==> config.mk <==
export PLATFORM = sky130hd
export DESIGN_NAME = tpwm_triple
export DESIGN_NICKNAME = d
export VERILOG_FILES = /design/src/rtl/tpwm_pkg.sv /design/src/rtl/tpwm_tick_gate.sv /design/src/rtl/tpwm_period_ctr.sv /design/src/rtl/tpwm_channel.sv /design/src/rtl/tpwm_triple.sv
export SDC_FILE = /design/constraint.sdc
export NUM_CORES = 1
export LEC_CHECK = 0
export BUFFER_PORTS_ARGS = -buffer_cell sky130_fd_sc_hd__buf_2
export CORE_ASPECT_RATIO = 1.25
export CORE_UTILIZATION = 40
export DETAILED_ROUTE_END_ITERATION = 10
export HOLD_SLACK_MARGIN = 0.1
export SLEW_MARGIN = 20
export SYNTH_ARGS = -nofsm -noshare
export SYNTH_HDL_FRONTEND = slang
export SYNTH_SLANG_ARGS = --single-unit
==> constraint.sdc <==
create_clock -name clk -period 2.9 [get_ports clk]
set_input_delay 0.145 -clock clk [delete_from_list [all_inputs] [get_ports clk]]
set_output_delay 0.145 -clock clk [all_outputs]
set_load 0.02 [all_outputs]
==> src/rtl/tpwm_pkg.sv <==
// Package: shared constants and window classification for the triple PWM.
// Assumes: nothing beyond IEEE 1800-2017.
package tpwm_pkg;

    localparam int unsigned TPWM_CNT_W = 14;
    localparam int unsigned TPWM_NUM_CH = 3;

    // How one channel's edge pair maps onto the period.
    typedef enum logic [1:0] {
        WIN_LOW    = 2'd0,  // line held at 0
        WIN_HIGH   = 2'd1,  // line held at 1
        WIN_INSIDE = 2'd2,  // high for start <= count < end
        WIN_WRAP   = 2'd3   // high for count >= start or count < end
    } win_kind_t;

endpackage

==> src/rtl/tpwm_tick_gate.sv <==
// Module: tpwm_tick_gate
// Picks the active time base and folds in enable and both pause sources
// into one advance strobe for the period counter.
// Assumes: tick inputs are synchronous single-cycle enables.
module tpwm_tick_gate (
    input  logic enable,
    input  logic tick_sel,
    input  logic fast_tick,
    input  logic slow_tick,
    input  logic sw_pause,
    input  logic hw_pause_arm,
    input  logic hw_pause,
    output logic advance
);

    logic tick_raw;
    logic frozen;

    // Select fast or slow tick.
    always_comb tick_raw = tick_sel ? fast_tick : slow_tick;

    // Combine both pause sources.
    always_comb frozen = sw_pause | (hw_pause_arm & hw_pause);

    // Advance only when running, ticking and not frozen.
    always_comb advance = enable & tick_raw & ~frozen;

endmodule

==> src/rtl/tpwm_period_ctr.sv <==
// Module: tpwm_period_ctr
// Shared period counter: runs 0..limit and wraps. It keeps a shadow copy of
// the limit and raises a load strobe whenever new configuration may be taken.
// Assumes: advance is low when enable is low.
module tpwm_period_ctr #(
    parameter int unsigned CNT_W = tpwm_pkg::TPWM_CNT_W
) (
    input  logic             clk,
    input  logic             rst_n,
    input  logic             enable,
    input  logic             advance,
    input  logic [CNT_W-1:0] limit_in,
    output logic [CNT_W-1:0] count,
    output logic [CNT_W-1:0] limit_sh,
    output logic             load
);

    logic [CNT_W-1:0] count_q;
    logic [CNT_W-1:0] limit_q;
    logic             at_wrap;

    // Detect the last count of the period.
    always_comb at_wrap = (count_q >= limit_q);

    // Configuration may be taken while idle or at the wrap edge.
    always_comb load = ~enable | (advance & at_wrap);

    // Step, wrap or clear the counter.
    always_ff @(posedge clk) begin
        if (!rst_n) begin
            count_q <= '0;
        end else if (!enable) begin
            count_q <= '0;
        end else if (advance) begin
            count_q <= at_wrap ? '0 : count_q + CNT_W'(1);
        end
    end

    // Shadow the period limit at load points.
    always_ff @(posedge clk) begin
        if (!rst_n) begin
            limit_q <= '0;
        end else if (load) begin
            limit_q <= limit_in;
        end
    end

    assign count    = count_q;
    assign limit_sh = limit_q;

    // the count never leaves 0..limit
    a_r2_count_in_range: assert property (@(posedge clk) disable iff (!rst_n)
        count_q <= limit_q);

    // a tick below the limit steps the count by exactly one
    a_r2_count_step: assert property (@(posedge clk) disable iff (!rst_n)
        (enable && advance && (count_q < limit_q)) |=> (count_q == CNT_W'($past(count_q) + 1)));

    // disabling clears the count on the next edge
    a_r1_count_idle: assert property (@(posedge clk) disable iff (!rst_n)
        !enable |=> (count_q == '0));

endmodule

==> src/rtl/tpwm_channel.sv <==
// Module: tpwm_channel
// One PWM line: shadows its edge pair at load points, classifies the window
// against the shadowed limit and registers the resulting level.
// Assumes: count is in 0..limit_sh; load comes from the shared counter.
module tpwm_channel #(
    parameter int unsigned CNT_W = tpwm_pkg::TPWM_CNT_W
) (
    input  logic             clk,
    input  logic             rst_n,
    input  logic             enable,
    input  logic             load,
    input  logic [CNT_W-1:0] count,
    input  logic [CNT_W-1:0] limit_sh,
    input  logic [CNT_W-1:0] rise_in,
    input  logic [CNT_W-1:0] fall_in,
    output logic             level
);

    import tpwm_pkg::*;

    logic [CNT_W-1:0] rise_q;
    logic [CNT_W-1:0] fall_q;
    win_kind_t        kind;
    logic             level_d;
    logic             level_q;

    // Take the edge pair only at load points.
    always_ff @(posedge clk) begin
        if (!rst_n) begin
            rise_q <= '0;
            fall_q <= '0;
        end else if (load) begin
            rise_q <= rise_in;
            fall_q <= fall_in;
        end
    end

    // Classify the edge pair with the override rules first.
    always_comb begin
        if ((rise_q > limit_sh) || (rise_q == fall_q)) begin
            kind = WIN_LOW;
        end else if (fall_q > limit_sh) begin
            kind = WIN_HIGH;
        end else if (rise_q < fall_q) begin
            kind = WIN_INSIDE;
        end else begin
            kind = WIN_WRAP;
        end
    end

    // Evaluate the line level for the current count.
    always_comb begin
        unique case (kind)
            WIN_LOW:    level_d = 1'b0;
            WIN_HIGH:   level_d = 1'b1;
            WIN_INSIDE: level_d = (count >= rise_q) && (count < fall_q);
            WIN_WRAP:   level_d = (count >= rise_q) || (count < fall_q);
            default:    level_d = 1'b0;
        endcase
    end

    // Register the line; idle forces it low.
    always_ff @(posedge clk) begin
        if (!rst_n) begin
            level_q <= 1'b0;
        end else if (!enable) begin
            level_q <= 1'b0;
        end else begin
            level_q <= level_d;
        end
    end

    assign level = level_q;

    // an idle edge leaves the line low
    a_r1_line_idle: assert property (@(posedge clk) disable iff (!rst_n)
        !enable |=> !level_q);

    // out-of-range or empty window keeps the line low
    a_r5_forced_low: assert property (@(posedge clk) disable iff (!rst_n)
        (enable && ((rise_q > limit_sh) || (rise_q == fall_q))) |=> !level_q);

    // falling edge past the limit keeps the line high
    a_r6_forced_high: assert property (@(posedge clk) disable iff (!rst_n)
        (enable && (rise_q <= limit_sh) && (fall_q > limit_sh) && (rise_q != fall_q)) |=> level_q);

    // shadow edges change only while the count sits at zero
    a_r10_shadow_at_boundary: assert property (@(posedge clk) disable iff (!rst_n)
        (!$stable(rise_q) || !$stable(fall_q)) |-> (count == '0));

endmodule

==> src/rtl/tpwm_triple.sv <==
// Module: tpwm_triple
// Top of the three-channel PWM: one tick gate, one shared period counter
// and a generated row of channels.
// Assumes: all inputs are synchronous to clk; config fields are 14 bits each.
module tpwm_triple #(
    parameter int unsigned CNT_W  = tpwm_pkg::TPWM_CNT_W,
    parameter int unsigned NUM_CH = tpwm_pkg::TPWM_NUM_CH
) (
    input  logic                    clk,
    input  logic                    rst_n,
    input  logic                    enable,
    input  logic                    tick_sel,
    input  logic                    fast_tick,
    input  logic                    slow_tick,
    input  logic                    sw_pause,
    input  logic                    hw_pause_arm,
    input  logic                    hw_pause,
    input  logic [CNT_W-1:0]        period_max,
    input  logic [NUM_CH*CNT_W-1:0] start_cyc,
    input  logic [NUM_CH*CNT_W-1:0] end_cyc,
    output logic [NUM_CH-1:0]       pwm_out
);

    logic             advance;
    logic [CNT_W-1:0] count;
    logic [CNT_W-1:0] limit_sh;
    logic             load;

    tpwm_tick_gate u_gate (
        .enable      (enable),
        .tick_sel    (tick_sel),
        .fast_tick   (fast_tick),
        .slow_tick   (slow_tick),
        .sw_pause    (sw_pause),
        .hw_pause_arm(hw_pause_arm),
        .hw_pause    (hw_pause),
        .advance     (advance)
    );

    tpwm_period_ctr #(.CNT_W(CNT_W)) u_ctr (
        .clk     (clk),
        .rst_n   (rst_n),
        .enable  (enable),
        .advance (advance),
        .limit_in(period_max),
        .count   (count),
        .limit_sh(limit_sh),
        .load    (load)
    );

    // one channel per output bit, each on its own config slice
    for (genvar ch = 0; ch < NUM_CH; ch++) begin : g_ch
        tpwm_channel #(.CNT_W(CNT_W)) u_chan (
            .clk     (clk),
            .rst_n   (rst_n),
            .enable  (enable),
            .load    (load),
            .count   (count),
            .limit_sh(limit_sh),
            .rise_in (start_cyc[ch*CNT_W +: CNT_W]),
            .fall_in (end_cyc[ch*CNT_W +: CNT_W]),
            .level   (pwm_out[ch])
        );
    end

    // with the slow base selected and no slow tick, the count holds
    a_r7_slow_base_gate: assert property (@(posedge clk) disable iff (!rst_n)
        (enable && !tick_sel && !slow_tick) |=> $stable(count));

    // software pause holds the count
    a_r8_sw_freeze: assert property (@(posedge clk) disable iff (!rst_n)
        (enable && sw_pause) |=> $stable(count));

    // armed external pause holds the count
    a_r9_hw_freeze: assert property (@(posedge clk) disable iff (!rst_n)
        (enable && hw_pause_arm && hw_pause) |=> $stable(count));

    // a held count keeps every line steady
    a_r8_lines_hold: assert property (@(posedge clk) disable iff (!rst_n)
        (enable && $past(enable) && !advance && !$past(advance)) |=> $stable(pwm_out));

endmodule

After elaboration in Yosys (flattened, before gate mapping)
Index checks and enable logic that the tools add are counted.
- add/sub/neg operators: 1
- $lt $le $gt $ge: 16
- equality and inequality tests: 12
- muxes and demuxes: 14
- bitwise logic cells: 8
- reduce and logical (&&, ||, !) cells: 13
- operator list (operator ; number):
    $gt A14 B14 Y1 ; 6
    $lt A14 B14 Y1 ; 6
    $ge A14 B14 Y1 ; 4
    $eq A14 B14 Y1 ; 3
    $add A14 B1 Y14 const B ; 1
    $mux W14 ; 1
    $eq A2 B2 Y1 const B ; 6
    $mux W2 ; 6
    $pmux W1 S4 ; 3
    $eq A2 B1 Y1 const B ; 3
    $logic_not A2 Y1 ; 3
    $logic_or A1 B1 Y1 ; 6
    $and A1 B1 Y1 ; 4
    $mux W1 ; 4
    $logic_and A1 B1 Y1 ; 3
    $not A1 Y1 ; 2
    $or A1 B1 Y1 ; 2
    $reduce_and A2 Y1 ; 1
- bits in registers: 115
- input bits: 107
- output and inout port bits: 3
- logic and storage cells: 75

Logic depth before layout (Yosys ltp)
Gate-level depths: netlist of run 1.
- word-level depth: 6
- mapped depth: 11
- mapped depth without buffers: 8

Modules after synthesis
A second synthesis of run 1 with hierarchy kept.
- cells, all modules: 1106
- area, all modules: 9661.8 um^2
- modules (own cells, without submodules) (module ; times used ; cells an instance ; area each (um^2) ; sequential area each (um^2)):
    tpwm_channel at g_ch[0].u_chan ... ; 2 ; 309 ; 2695.1 ; 580.6
    tpwm_channel at g_ch[1].u_chan ; 1 ; 306 ; 2697.6 ; 580.6
    tpwm_period_ctr ; 1 ; 179 ; 1545.2 ; 560.5
    tpwm_tick_gate ; 1 ; 3 ; 28.8 ; 0.0

Worst setup path before layout of run 1
Ideal clock, no wire load.
- path type: register -> register
- start point: register u_ctr.count_q[6], in the netlist u_ctr.count[6]
- end point: register g_ch[0].u_chan.rise_q[0]
- library setup time: 0.062 ns
- arrival: 2.104 ns
- data required time: 2.838 ns
- path slack: 0.733 ns
- cell stages (with the launch flop): 10
- path buffers: 3
- period minus slack after synthesis: 2.167 ns
- cell sequence: dfxtp_1 ha_1 o21a_1 o21ai_1 a211o_1 buf_2 buf_2 buf_1 nand3_1 nand3_1
- cells in the longest elaborated chain, start to end: 3
- RTL lines (what ; line ; source):
    from (decl) ; tpwm_period_ctr.sv:18 ; logic [CNT_W-1:0] count_q;
    from (signal assigned) ; tpwm_period_ctr.sv:35 ; count_q <= at_wrap ? '0 : count_q + CNT_W'(1);
    $ge A14 B14 Y1 ; tpwm_period_ctr.sv:23 ; always_comb at_wrap = (count_q >= limit_q);
    $and A1 B1 Y1 ; tpwm_period_ctr.sv:26 ; always_comb load = ~enable | (advance & at_wrap);
    $or A1 B1 Y1 ; tpwm_period_ctr.sv:26 ;
    to (signal assigned) ; tpwm_channel.sv:33 ; rise_q <= rise_in;
    to (decl) ; tpwm_channel.sv:21 ; logic [CNT_W-1:0] rise_q;
No other way between the ends.
A chain may end at the register's enable or synchronous reset.

Worst setup path after layout of run 1
- start point: register u_ctr.count_q[3], in the netlist u_ctr.count[3]
- end point: register g_ch[0].u_chan.level_q
- cells in the longest elaborated chain, start to end: 3
- elaborated cells between the ends (all ways): 5
- classes of those cells: order compare (2); mux (1); reduce/logical (2)
- RTL lines (what ; line ; source):
    $ge A14 B14 Y1 or $lt A14 B14 Y1 (tied branches) ; tpwm_channel.sv:56, tpwm_channel.sv:57 ;
    $logic_or A1 B1 Y1 or $logic_and A1 B1 Y1 (tied branches) ; tpwm_channel.sv:57, tpwm_channel.sv:56 ;
    $pmux W1 S4 (*) ; tpwm_channel.sv:53 ; unique case (kind)
    to (signal assigned) ; tpwm_channel.sv:69 ; level_q <= level_d;
    to (decl) ; tpwm_channel.sv:25 ; logic level_q;
Every way passes the cells marked *; elsewhere a longest branch is shown, timed or not.

==> reports/results.ini, run 1 <==
[synthesis]
muxShareOfSynthArea = 0.001841
ys_seq_area_frac = 0.1992
ys_seq_elements = 115
async_flop_share = 0
synth_edf_count = 0
synthCells = 1442
ys_warn_count = 0
synth_fa_ha_area_frac = 0.2431
synthXorXnorAreaFrac = 0.009853
synthFlopType = dfxtp_1
synth_nets = 1771
netlist_area_mm2 = 0.01156
synth_top_family_by_area = compound AO/OA/AOI/OAI gates
synth-compound-area-share = 0.2492
synth.distinct_cells = 54
avgSynthCellArea_um2 = 8.014
yosys.area_share.simple = 0.2183

[finish]
final_core_util = 0.4983
design_area_mm2 = 0.01415
layout.area.seq_mm2 = 0.002302
area_growth_pct = 22.49
antenna_cells = 0
layout-drive-gt1-share = 0.1216
multiInputGateArea_mm2 = 0.008378
n_fill_cell = 2752
nNetsFinal = 1921

[route]
ant_nets = 0
firstDrtPassIters = 8
post-route-drc-count = 0
routedWlPerCell_um = 21.05
drtIter0Drc = 938
vias = 12450
postRouteWirelength_mm = 41.24
vias_per_cell = 6.357

[placed_design]
routabilityCongestion = 0.9236
portBuffers = 109
place_area_mm2 = 0.01253
dp_hpwl_mm = 27.64

[floorplanning]
start_util = 0.4069
pin_count = 110
row_count = 69
dieArea_mm2 = 0.02958
die_w_um = 154.0
die_h_um = 192.0
core_mm2 = 0.02840

[timing]
setup_viol = 0
clock_skew_ns = 0.01015
tns_ns = 0
slew_headroom = 0.4745
min_period_ns = 2.730
timing.final.crit_share = 0.9414
maxSlewViolCount = 0
clock.fmax_mhz = 366.3
worst_pin_slew_ns = 0.7863
report.final.hold_viol_count = 0
hold_slack_ns = 0.2894
rsz0062_at_grt = false

[setup_path]
cp-end-kind = register
cp-start-kind = register
critPathKind = reg2reg
crit_required_ns = 3.17
path_max_fanout = 11
arrival_ns = 3.00

[power_and_ir_drop]
power.total_mw = 6.016
max-vdd-ir-drop_uv = 439.1
p_leak_nw = 6.483
power_density_mw_per_mm2 = 425.0

[clock_tree]
clk_pin_slew_ns = 0.06
cts_buffers = 17
cts_tree = done
insertion_delay_ns = 0.43
clock_path_buffers = 2
root_buffer = clkbuf_16
htreeDepth = 4
cts.sinks = 115

[global_route]
grt_max_degree = 161
grt_antenna_before_repair = 1
grt_util_all_layers = 0.2818
grt_pass1_wl_mm = 64.89
grt_overflow = 0
grt_pass1_vias = 11940

[status]
status = finished clean

[hold_path]
hp-class = in2reg

[job]
cap_violations = 0

[final cells by class]
type | instances | area share
timing repair buffer | 254 | 0.1417
multi-input combinational | 1094 | 0.5919
tap | 355 | 0.03138
clock buffer | 22 | 0.03421
clock inverter | 9 | 0.009016
sequential | 115 | 0.1626
inverter | 110 | 0.02917
[cell usage after synthesis (10+ instances only)]
cell | instances | area (um2)
dfxtp_1 | 115 | 2302
buf_2 | 11 | 55.05
a32oi_1 | 100 | 875.8
o2111ai_1 | 99 | 867.1
o21ai_0 | 20 | 100.1
xor2_1 | 10 | 87.58
and3_1 | 104 | 650.6
inv_1 | 109 | 409.1
a21oi_1 | 72 | 360.4
a21o_1 | 29 | 217.7
nand4_1 | 35 | 219.0
ha_1 | 222 | 2778
clkbuf_1 | 100 | 375.4
nor2_1 | 30 | 112.6
nand2_1 | 40 | 150.1
nor3_1 | 19 | 95.09
nand3_1 | 228 | 1141
[final timing paths]
check | from | to | slack, ns | cells after the start
worst max register to register | u_ctr.count[3]$_SDFFE_PN0P_ | g_ch[0].u_chan.level$_SDFF_PN0_ | 0.17 | 6
worst min-delay path | enable | g_ch[0].u_chan.rise_q[13]$_SDFFE_PN0P_ | 0.29 | 4
worst max-delay path | u_ctr.count[3]$_SDFFE_PN0P_ | g_ch[0].u_chan.level$_SDFF_PN0_ | 0.17 | 6
worst min register to register | u_ctr.count[7]$_SDFFE_PN0P_ | u_ctr.count[7]$_SDFFE_PN0P_ | 0.63 | 2
[metal layers]
layer  track usage  part of all wire  vias up
li1              -                 -     5951
met1        0.3416              0.42     5943
met2        0.4738              0.47      454
met3       0.04761             0.058      105
met4        0.1558             0.051        0
met5             0                 0        -
[critical path, cell delays in order (launching register included)]
cell	delay, ns
dfxtp_1	0.65
ha_1	0.32
and3_1	0.14
a221oi_1	0.28
o21ai_0	0.17
maj3_1	0.37
a2111oi_1	0.64
[through the flow]
step | cells | worst slack, ns
after floorplan | 1442 | 0.7332
after global placement | 1827 | 0.02895
after detailed placement | 1827 | 0.01824
after CTS | 1959 | 0.02870
after global routing | 1959 | 0.001707
final | 1959 | 0.1701
[power breakdown]
group          switching (mW)  total [mW]  internal (mW)
combinational            1.08        1.88          0.805
clock                   0.819        2.25           1.43
sequential              0.158        1.88           1.72
total                    2.06        6.02           3.96
[cells by family (layout without fill, tap and decap cells)]
group,count (synthesis),in the layout
AOI/OAI and AO/OA,375,375
and+or+nand+nor,479,479
xor gates and xnor gates,13,13
muxes,2,2
buffers and inverters,233,395
DFF,115,115
adders and majority gates,225,225
[flip-flops by register name (all words and copies together), names as in the netlist]
register and flops:
u_ctr.count 14, g_ch.u_chan.level 3, g_ch.u_chan.fall_q 42, u_ctr.limit_sh 14, g_ch.u_chan.rise_q 42
[layout by cell type, fill, tap and decap left out, drive strengths merged, types with 4 or more instances in the layout]
master,instances
a32oi,100
ha,222
o21ai,21
inv,110
dlygate4sd3,101
nand3,228
clkbuf,22
a211oi,8
nor3,19
o211ai,6
nor2,30
o2111ai,99
o21a,5
and3,104
a2111oi,10
a21oi,72
nor2b,7
a21boi,5
nand2b,4
nand2,40
buf,153
dfxtp,115
xor2,10
nor4,4
a21o,29
nand4,35
[repair_timing]
item / 4_1_cts / 5_1_grt
gates resized for setup: 1 / 1
hold buffers: 101 / 0
endpoints found under the hold margin: 98 / 0
buffers inserted: 0 / 0
setup endpoints to repair: 1 / 1
No activity file was read; power rests on OpenSTA's default activity.
==> run 2, diff against run 1 <==
--- a/config.mk
+++ b/config.mk
@@ -7,2 +7,3 @@
 export LEC_CHECK = 0
+export ABC_AREA = 1
 export BUFFER_PORTS_ARGS = -buffer_cell sky130_fd_sc_hd__buf_2
@@ -12,2 +13,3 @@
 export HOLD_SLACK_MARGIN = 0.1
+export PLACE_DENSITY_LB_ADDON = 0.25
 export SLEW_MARGIN = 20
--- a/constraint.sdc
+++ b/constraint.sdc
@@ -3,2 +3,2 @@
 set_output_delay 0.145 -clock clk [all_outputs]
-set_load 0.02 [all_outputs]
+set_load 0.005 [all_outputs]
==> run 2 against run 1 <==
  * Largest power group unchanged
  * Sequential share of layout area grew 1.6 points
  * First-iteration DRC count shrank 47%
  * Utilization grew 1.1 points
  * Critical endpoint is now u_ctr.limit_sh[0]$_SDFFE_PN0P_
  * Via count shrank 16%
  * Fmax grew 0.23%
==> reports/results.ini, run 2 <==
[route]
drtIter0Drc = 499  ; -47%
postRouteWirelength_mm = 30.99  ; -25%
vias_per_cell = 4.971  ; -22%
ant_nets = 0  ; unchanged
firstDrtPassIters = 6  ; -2
vias = 10480  ; -16%
post-route-drc-count = 0  ; unchanged
routedWlPerCell_um = 14.69  ; -30%

[synthesis]
avgSynthCellArea_um2 = 6.636  ; -17%
synthCells = 1560  ; +8.2%
synthTopCellsByArea = ha_1 27%, dfxtp_1 22%, nand2_1 14%
netlist_top_cells_count = 396 x nand2_1, 222 x ha_1, 207 x inv_1, 182 x a21oi_1, 179 x nor2_1
ys_warn_count = 0  ; unchanged
ys_seq_elements = 115  ; unchanged
netlist_area_mm2 = 0.01035  ; -10%
synth_most_common_cell = nand2_1
synthFlopType = dfxtp_1
async_flop_share = 0  ; unchanged
ys_seq_area_frac = 0.2224  ; +0.02316
synth_edf_count = 0  ; unchanged
yosysTopAreaCell = ha_1
synth_top_area_frac = 0.2683  ; +0.02795
synth.distinct_cells = 30  ; -44%
synth_nets = 1889  ; +6.7%

[timing]
report.final.hold_viol_count = 0  ; unchanged
worst_pin_slew_ns = 0.9986  ; +0.2122 ns
min_period_ns = 2.724  ; -0.006263 ns
setup_viol = 0  ; unchanged
tns_ns = 0  ; unchanged
clock_skew_ns = 0.007038  ; -0.003108 ns
maxSlewViolCount = 0  ; unchanged
rsz0062_at_grt = false
clock.fmax_mhz = 367.2  ; +0.23%
timing.final.crit_share = 0.9392  ; -0.002160
slew_headroom = 0.3343  ; -0.1402

[power_and_ir_drop]
max-vdd-ir-drop_uv = 334.3  ; -24%
power.total_mw = 5.207  ; -13%
power_density_mw_per_mm2 = 404.1  ; -4.9%
p_leak_nw = 6.930  ; +6.9%

[placed_design]
routabilityCongestion = 0.8649  ; -6.4%
portBuffers = 109  ; unchanged
numPlacedInstances = 1977  ; +8.2%
dp_hpwl_mm = 22.22  ; -20%

[clock_tree]
root_buffer = clkbuf_16
cts_buffers = 17  ; unchanged
clk_pin_slew_ns = 0.06  ; about the same
cts.sinks = 115  ; unchanged
clock_path_buffers = 2  ; unchanged
insertion_delay_ns = 0.43  ; about the same
cts_tree = done
htreeDepth = 4  ; unchanged

[setup_path]
cp-end-kind = register
critPathKind = reg2reg
r2r_slack_ns = 0.18  ; about the same
crit_required_ns = 3.27  ; +0.10 ns
cp_slowest_cell = dfxtp_1
rr_startpoint = u_ctr.count[12]$_SDFFE_PN0P_
cp_slowest_stage_delay_ns = 0.56  ; -0.09 ns
r2r-end = u_ctr.limit_sh[0]$_SDFFE_PN0P_
path_cells = ha_1 > nand2_1 > nor2_1 > nand2_1 > nand2_1 > nor2_1 > nand3_2 > nand2_8 > buf_12 > a21oi_1 > dlygate4sd3_1 > nor2_1
arrival_ns = 3.09  ; +0.09 ns
cp-start-kind = register
path_max_fanout = 59  ; +48
reg2reg_depth = 12  ; +6

[global_route]
grt_pass1_wl_mm = 49.83  ; -23%
grt_overflow = 0  ; unchanged
grt_max_degree = 99  ; -39%
grt_antenna_before_repair = 0  ; -1
grt_pass1_vias = 9837  ; -18%
grt_util_all_layers = 0.2393  ; -0.04248

[floorplanning]
start_util = 0.4093  ; +0.002446
die_w_um = 145.9  ; -5.3%
dieArea_mm2 = 0.02653  ; -10%
row_count = 65  ; -5.8%
die_h_um = 181.9  ; -5.3%
core_mm2 = 0.02529  ; -11%
pin_count = 110  ; unchanged

[finish]
finalNonFillerCells = 2109  ; +7.7%
antenna_cells = 0  ; unchanged
n_fill_cell = 2587  ; -6.0%
reg_top3 = g_ch.u_chan.fall_q (42), g_ch.u_chan.rise_q (42)
final_common_cell = nand2_1
nNetsFinal = 2090  ; +8.8%
mostFrequentLayoutCells = 396 x nand2_1, 222 x ha_1, 207 x inv_1
layout-drive-gt1-share = 0.1015  ; -0.02011
area_growth_pct = 24.46

[job]
cap_violations = 0  ; unchanged

[hold_path]
worstHoldEndpoint = u_ctr.limit_sh[7]$_SDFFE_PN0P_
hp-class = in2reg
holdPathStages = 3  ; -1
worstHoldStart = enable

[status]
status = finished clean

==> run 2: metal layers <==
layer  global-route usage  vias to the layer above  part of all wire
met5                    0                        -                 0
met4              0.09432                        0             0.033
met3              0.03015                       48             0.044
met2               0.4004                      228              0.45
met1               0.3107                     4737              0.47
li1                     -                     5471                 -
==> run 2: kinds of logic after synthesis <==
kind of cell,Yosys count,synth area share
and+or+nand+nor,731,0.2884
xor gates and xnor gates,5,0.004230
AOI/OAI and AO/OA,220,0.1105
DFF,115,0.2224
adders and majority gates,222,0.2683
buffers and inverters,267,0.1062
==> run 2: worst max-delay path by stage <==
| stage | depth (start not counted) | slack, ns | startpoint | endpoint |
|---|---|---|---|---|
| 2_1_floorplan | 13 | 1.09 | u_ctr.limit_sh[13]$_SDFFE_PN0P_ | g_ch[0].u_chan.rise_q[0]$_SDFFE_PN0P_ |
| 3_3_place_gp | 11 | 0.64 | u_ctr.count[13]$_SDFFE_PN0P_ | u_ctr.limit_sh[13]$_SDFFE_PN0P_ |
| 3_5_place_dp | 12 | 0.60 | u_ctr.count[13]$_SDFFE_PN0P_ | g_ch[0].u_chan.fall_q[6]$_SDFFE_PN0P_ |
| 4_1_cts | 12 | 0.15 | u_ctr.count[13]$_SDFFE_PN0P_ | u_ctr.limit_sh[0]$_SDFFE_PN0P_ |
| 5_1_grt | 12 | 0.001 | u_ctr.count[12]$_SDFFE_PN0P_ | u_ctr.limit_sh[0]$_SDFFE_PN0P_ |
| 6_report | 12 | 0.18 | u_ctr.count[12]$_SDFFE_PN0P_ | u_ctr.limit_sh[0]$_SDFFE_PN0P_ |
==> run 2: layout make-up <==
type | instances | area [um2] | share of cell area
clock buffer | 18 | 429.2 | 0.03331
clock inverter | 14 | 140.1 | 0.01088
inverter | 208 | 783.3 | 0.06079
multi-input combinational | 1178 | 6959 | 0.5401
sequential | 115 | 2303 | 0.1788
tap | 335 | 419.2 | 0.03253
timing repair buffer | 241 | 1851 | 0.1436
==> run 2: worst max-delay path, delay by kind of cell, from the launching register on <==
kind,cells,cell delay [ns]
buf+inv,2,0.84
compound gates,1,0.10
fa+ha+maj,1,0.30
flops,1,0.56
simple gates,8,0.83
==> run 2: through the flow <==
step	setup slack, ns	hold slack (ns)	cell area, um2	util
2_1_floorplan	1.088	0.2767	10350	-
3_3_place_gp	0.6443	0.3635	11300	0.4466
3_5_place_dp	0.5976	0.3701	11300	0.4466
4_1_cts	0.1526	0.1016	12860	0.5083
5_1_grt	0.001422	0.1145	12880	0.5094
6_report	0.1763	0.1101	12880	0.5094
==> run 2: where the power goes <==
| part | leakage, nW | switching, mW | total, mW | internal (mW) |
|---|---|---|---|---|
| registers | 0.954 | 0.0714 | 1.76 | 1.69 |
| logic | 5.71 | 0.789 | 1.38 | 0.588 |
| clock network | 0.267 | 0.819 | 2.07 | 1.25 |
==> run 2: timing repair <==
item                                    4_1_cts  5_1_grt
gates resized for setup                       0        1
endpoints found under the hold margin        98        0
hold buffers                                 99        0
endpoints found under the setup margin        0        1
setup buffers                                 0        0
==> run 3, diff against run 2 <==
- REMOVE_ABC_BUFFERS: default -> 1
==> run 3 against run 2 <==
  * Worst hold slack gained 0.048 ns
  * Sequential cell count is the same
  * Count of clock-buffer cells in the layout is the same
  * Global-route usage shrank 1.1 points
  * Power grew 6.3%
  * First-iteration DRC count shrank 17%
  * Final cell count is the same
  * Highest routed layer unchanged
==> reports/results.ini, run 3 (synthesized netlist as in run 2, its figures left out) <==
[status]
status = finished clean

[timing]
setup_viol = 0  ; unchanged
worst_pin_slew_ns = 0.8572  ; -0.1414 ns
clock.fmax_mhz = 418.8  ; +14%
hold_slack_ns = 0.1585  ; +0.04836 ns
timing.final.crit_share = 0.8233  ; -0.1159
report.final.hold_viol_count = 0  ; unchanged
maxSlewViolCount = 0  ; unchanged
min_period_ns = 2.388  ; -0.3361 ns
clock_skew_ns = 0.01279  ; +0.005753 ns
rsz0062_at_grt = false
slew_headroom = 0.4285  ; +0.09425

[floorplanning]
dieArea_mm2 = 0.02653  ; unchanged
die_w_um = 145.9  ; unchanged
row_count = 65  ; unchanged
die_h_um = 181.9  ; unchanged
pin_count = 110  ; unchanged
core_mm2 = 0.02529  ; unchanged
start_util = 0.4093  ; unchanged

[clock_tree]
clk_pin_slew_ns = 0.06  ; about the same
insertion_delay_ns = 0.44  ; about the same
clock_path_buffers = 2  ; unchanged
cts_tree = done
cts.sinks = 115  ; unchanged
root_buffer = clkbuf_16
cts_buffers = 17  ; unchanged
htreeDepth = 4  ; unchanged
post_cts_resize_count = 0  ; unchanged

[global_route]
grt_max_degree = 198  ; +100%
grt_overflow = 0  ; unchanged
grt_pass1_vias = 9858  ; +0.21%
grt_antenna_before_repair = 0  ; unchanged
grt_util_all_layers = 0.2284  ; -0.01091
grt_pass1_wl_mm = 48.35  ; -3.0%

[route]
firstDrtPassIters = 5  ; -1
drtIter0Drc = 415  ; -17%
post-route-drc-count = 0  ; unchanged
vias_per_cell = 4.888  ; -1.7%
vias = 10310  ; -1.7%
ant_nets = 0  ; unchanged
routedWlPerCell_um = 13.87  ; -5.6%
postRouteWirelength_mm = 29.25  ; -5.6%

[setup_path]
critPathKind = reg2reg
arrival_ns = 2.75  ; -0.34 ns
crit_required_ns = 3.26  ; about the same
cp-start-kind = register
cp-end-kind = register
path_max_fanout = 60  ; +1.7%

[finish]
final_core_util = 0.5127  ; +0.003314
finalNonFillerCells = 2109  ; unchanged
area_growth_pct = 25.27
layout-drive-gt1-share = 0.1020  ; +0.0005637
final_common_cell = nand2_1
reg_top3 = g_ch.u_chan.fall_q (42), g_ch.u_chan.rise_q (42)
mostFrequentLayoutCells = 396 x nand2_1, 222 x ha_1, 207 x inv_1
n_fill_cell = 2538  ; -1.9%
antenna_cells = 0  ; unchanged
nNetsFinal = 2090  ; unchanged

[power_and_ir_drop]
power_density_mw_per_mm2 = 426.9  ; +5.6%
max-vdd-ir-drop_uv = 362.6  ; +8.5%
p_leak_nw = 6.979  ; +0.70%

[job]
cap_violations = 0  ; unchanged

[placed_design]
dp_hpwl_mm = 21.71  ; -2.3%
portBuffers = 109  ; unchanged
numPlacedInstances = 1979  ; +0.10%
routabilityCongestion = 0.8688  ; +0.45%

[hold_path]
hp-class = in2reg

run 3: area by class of cell:
type / instances / area [um2] / area share
repair buffers: 241 / 1838 / 0.1417
clock buffers: 18 / 439.2 / 0.03386
clock inverters: 14 / 227.7 / 0.01756
well taps: 335 / 419.2 / 0.03232
inverters: 208 / 783.3 / 0.06040
flip-flops and latches: 115 / 2302 / 0.1775
multi-input cells: 1178 / 6959 / 0.5366
run 3: critical path: stages (launching register included):
cell,delay (ns)
dfxtp_1,0.57
ha_1,0.32
nand2_1,0.09
nor2_1,0.06
nand2_1,0.05
nand2_1,0.04
nor2_1,0.11
nand3_2,0.15
nand2_8,0.29
buf_12,0.30
a21oi_1,0.15
nor2_1,0.16
run 3: final timing paths:
path | startpoint | end | slack (ns) | depth (start not counted)
setup reg to reg | u_ctr.count[13]$_SDFFE_PN0P_ | g_ch[2].u_chan.rise_q[9]$_SDFFE_PN0P_ | 0.51 | 11
hold reg to reg | u_ctr.count[0]$_SDFFE_PN0P_ | u_ctr.count[0]$_SDFFE_PN0P_ | 0.54 | 2
setup / recovery | u_ctr.count[13]$_SDFFE_PN0P_ | g_ch[2].u_chan.rise_q[9]$_SDFFE_PN0P_ | 0.51 | 11
hold / removal | rst_n | u_ctr.count[1]$_SDFFE_PN0P_ | 0.16 | 4
run 3: metal layers:
metal,part of all wire,GRT usage,wire [um],vias to the layer above
li1,-,-,-,5479
met4,0.031,0.09432,893,0
met5,0,0,0,-
met3,0.036,0.03317,1040,53
met2,0.48,0.3981,13940,206
met1,0.46,0.2796,13370,4570
run 3: metrics by stage:
stage	total power, mW	setup slack [ns]	cell area, um2	TNS (ns)
3_5_place_dp	3.061	0.5327	11320	0
4_1_cts	5.593	0.5099	12970	0
5_1_grt	5.895	0.2441	12970	0
2_1_floorplan	2.612	-0.06963	10040	-0.2217
6_report	5.537	0.5125	12970	0
3_3_place_gp	3.024	0.5790	11320	0
run 3: repair_timing:
item	in CTS	in global routing
endpoints found under the setup margin	0	0
endpoints found under the hold margin	98	0
hold buffers	98	0
setup buffers	0	0
run 3: power breakdown:
| part | internal [mW] | total, mW | switching (mW) |
|---|---|---|---|
| clock network | 1.56 | 2.40 | 0.843 |
| registers | 1.68 | 1.76 | 0.0726 |
| logic | 0.586 | 1.38 | 0.790 |
| total | 3.83 | 5.54 | 1.71 |
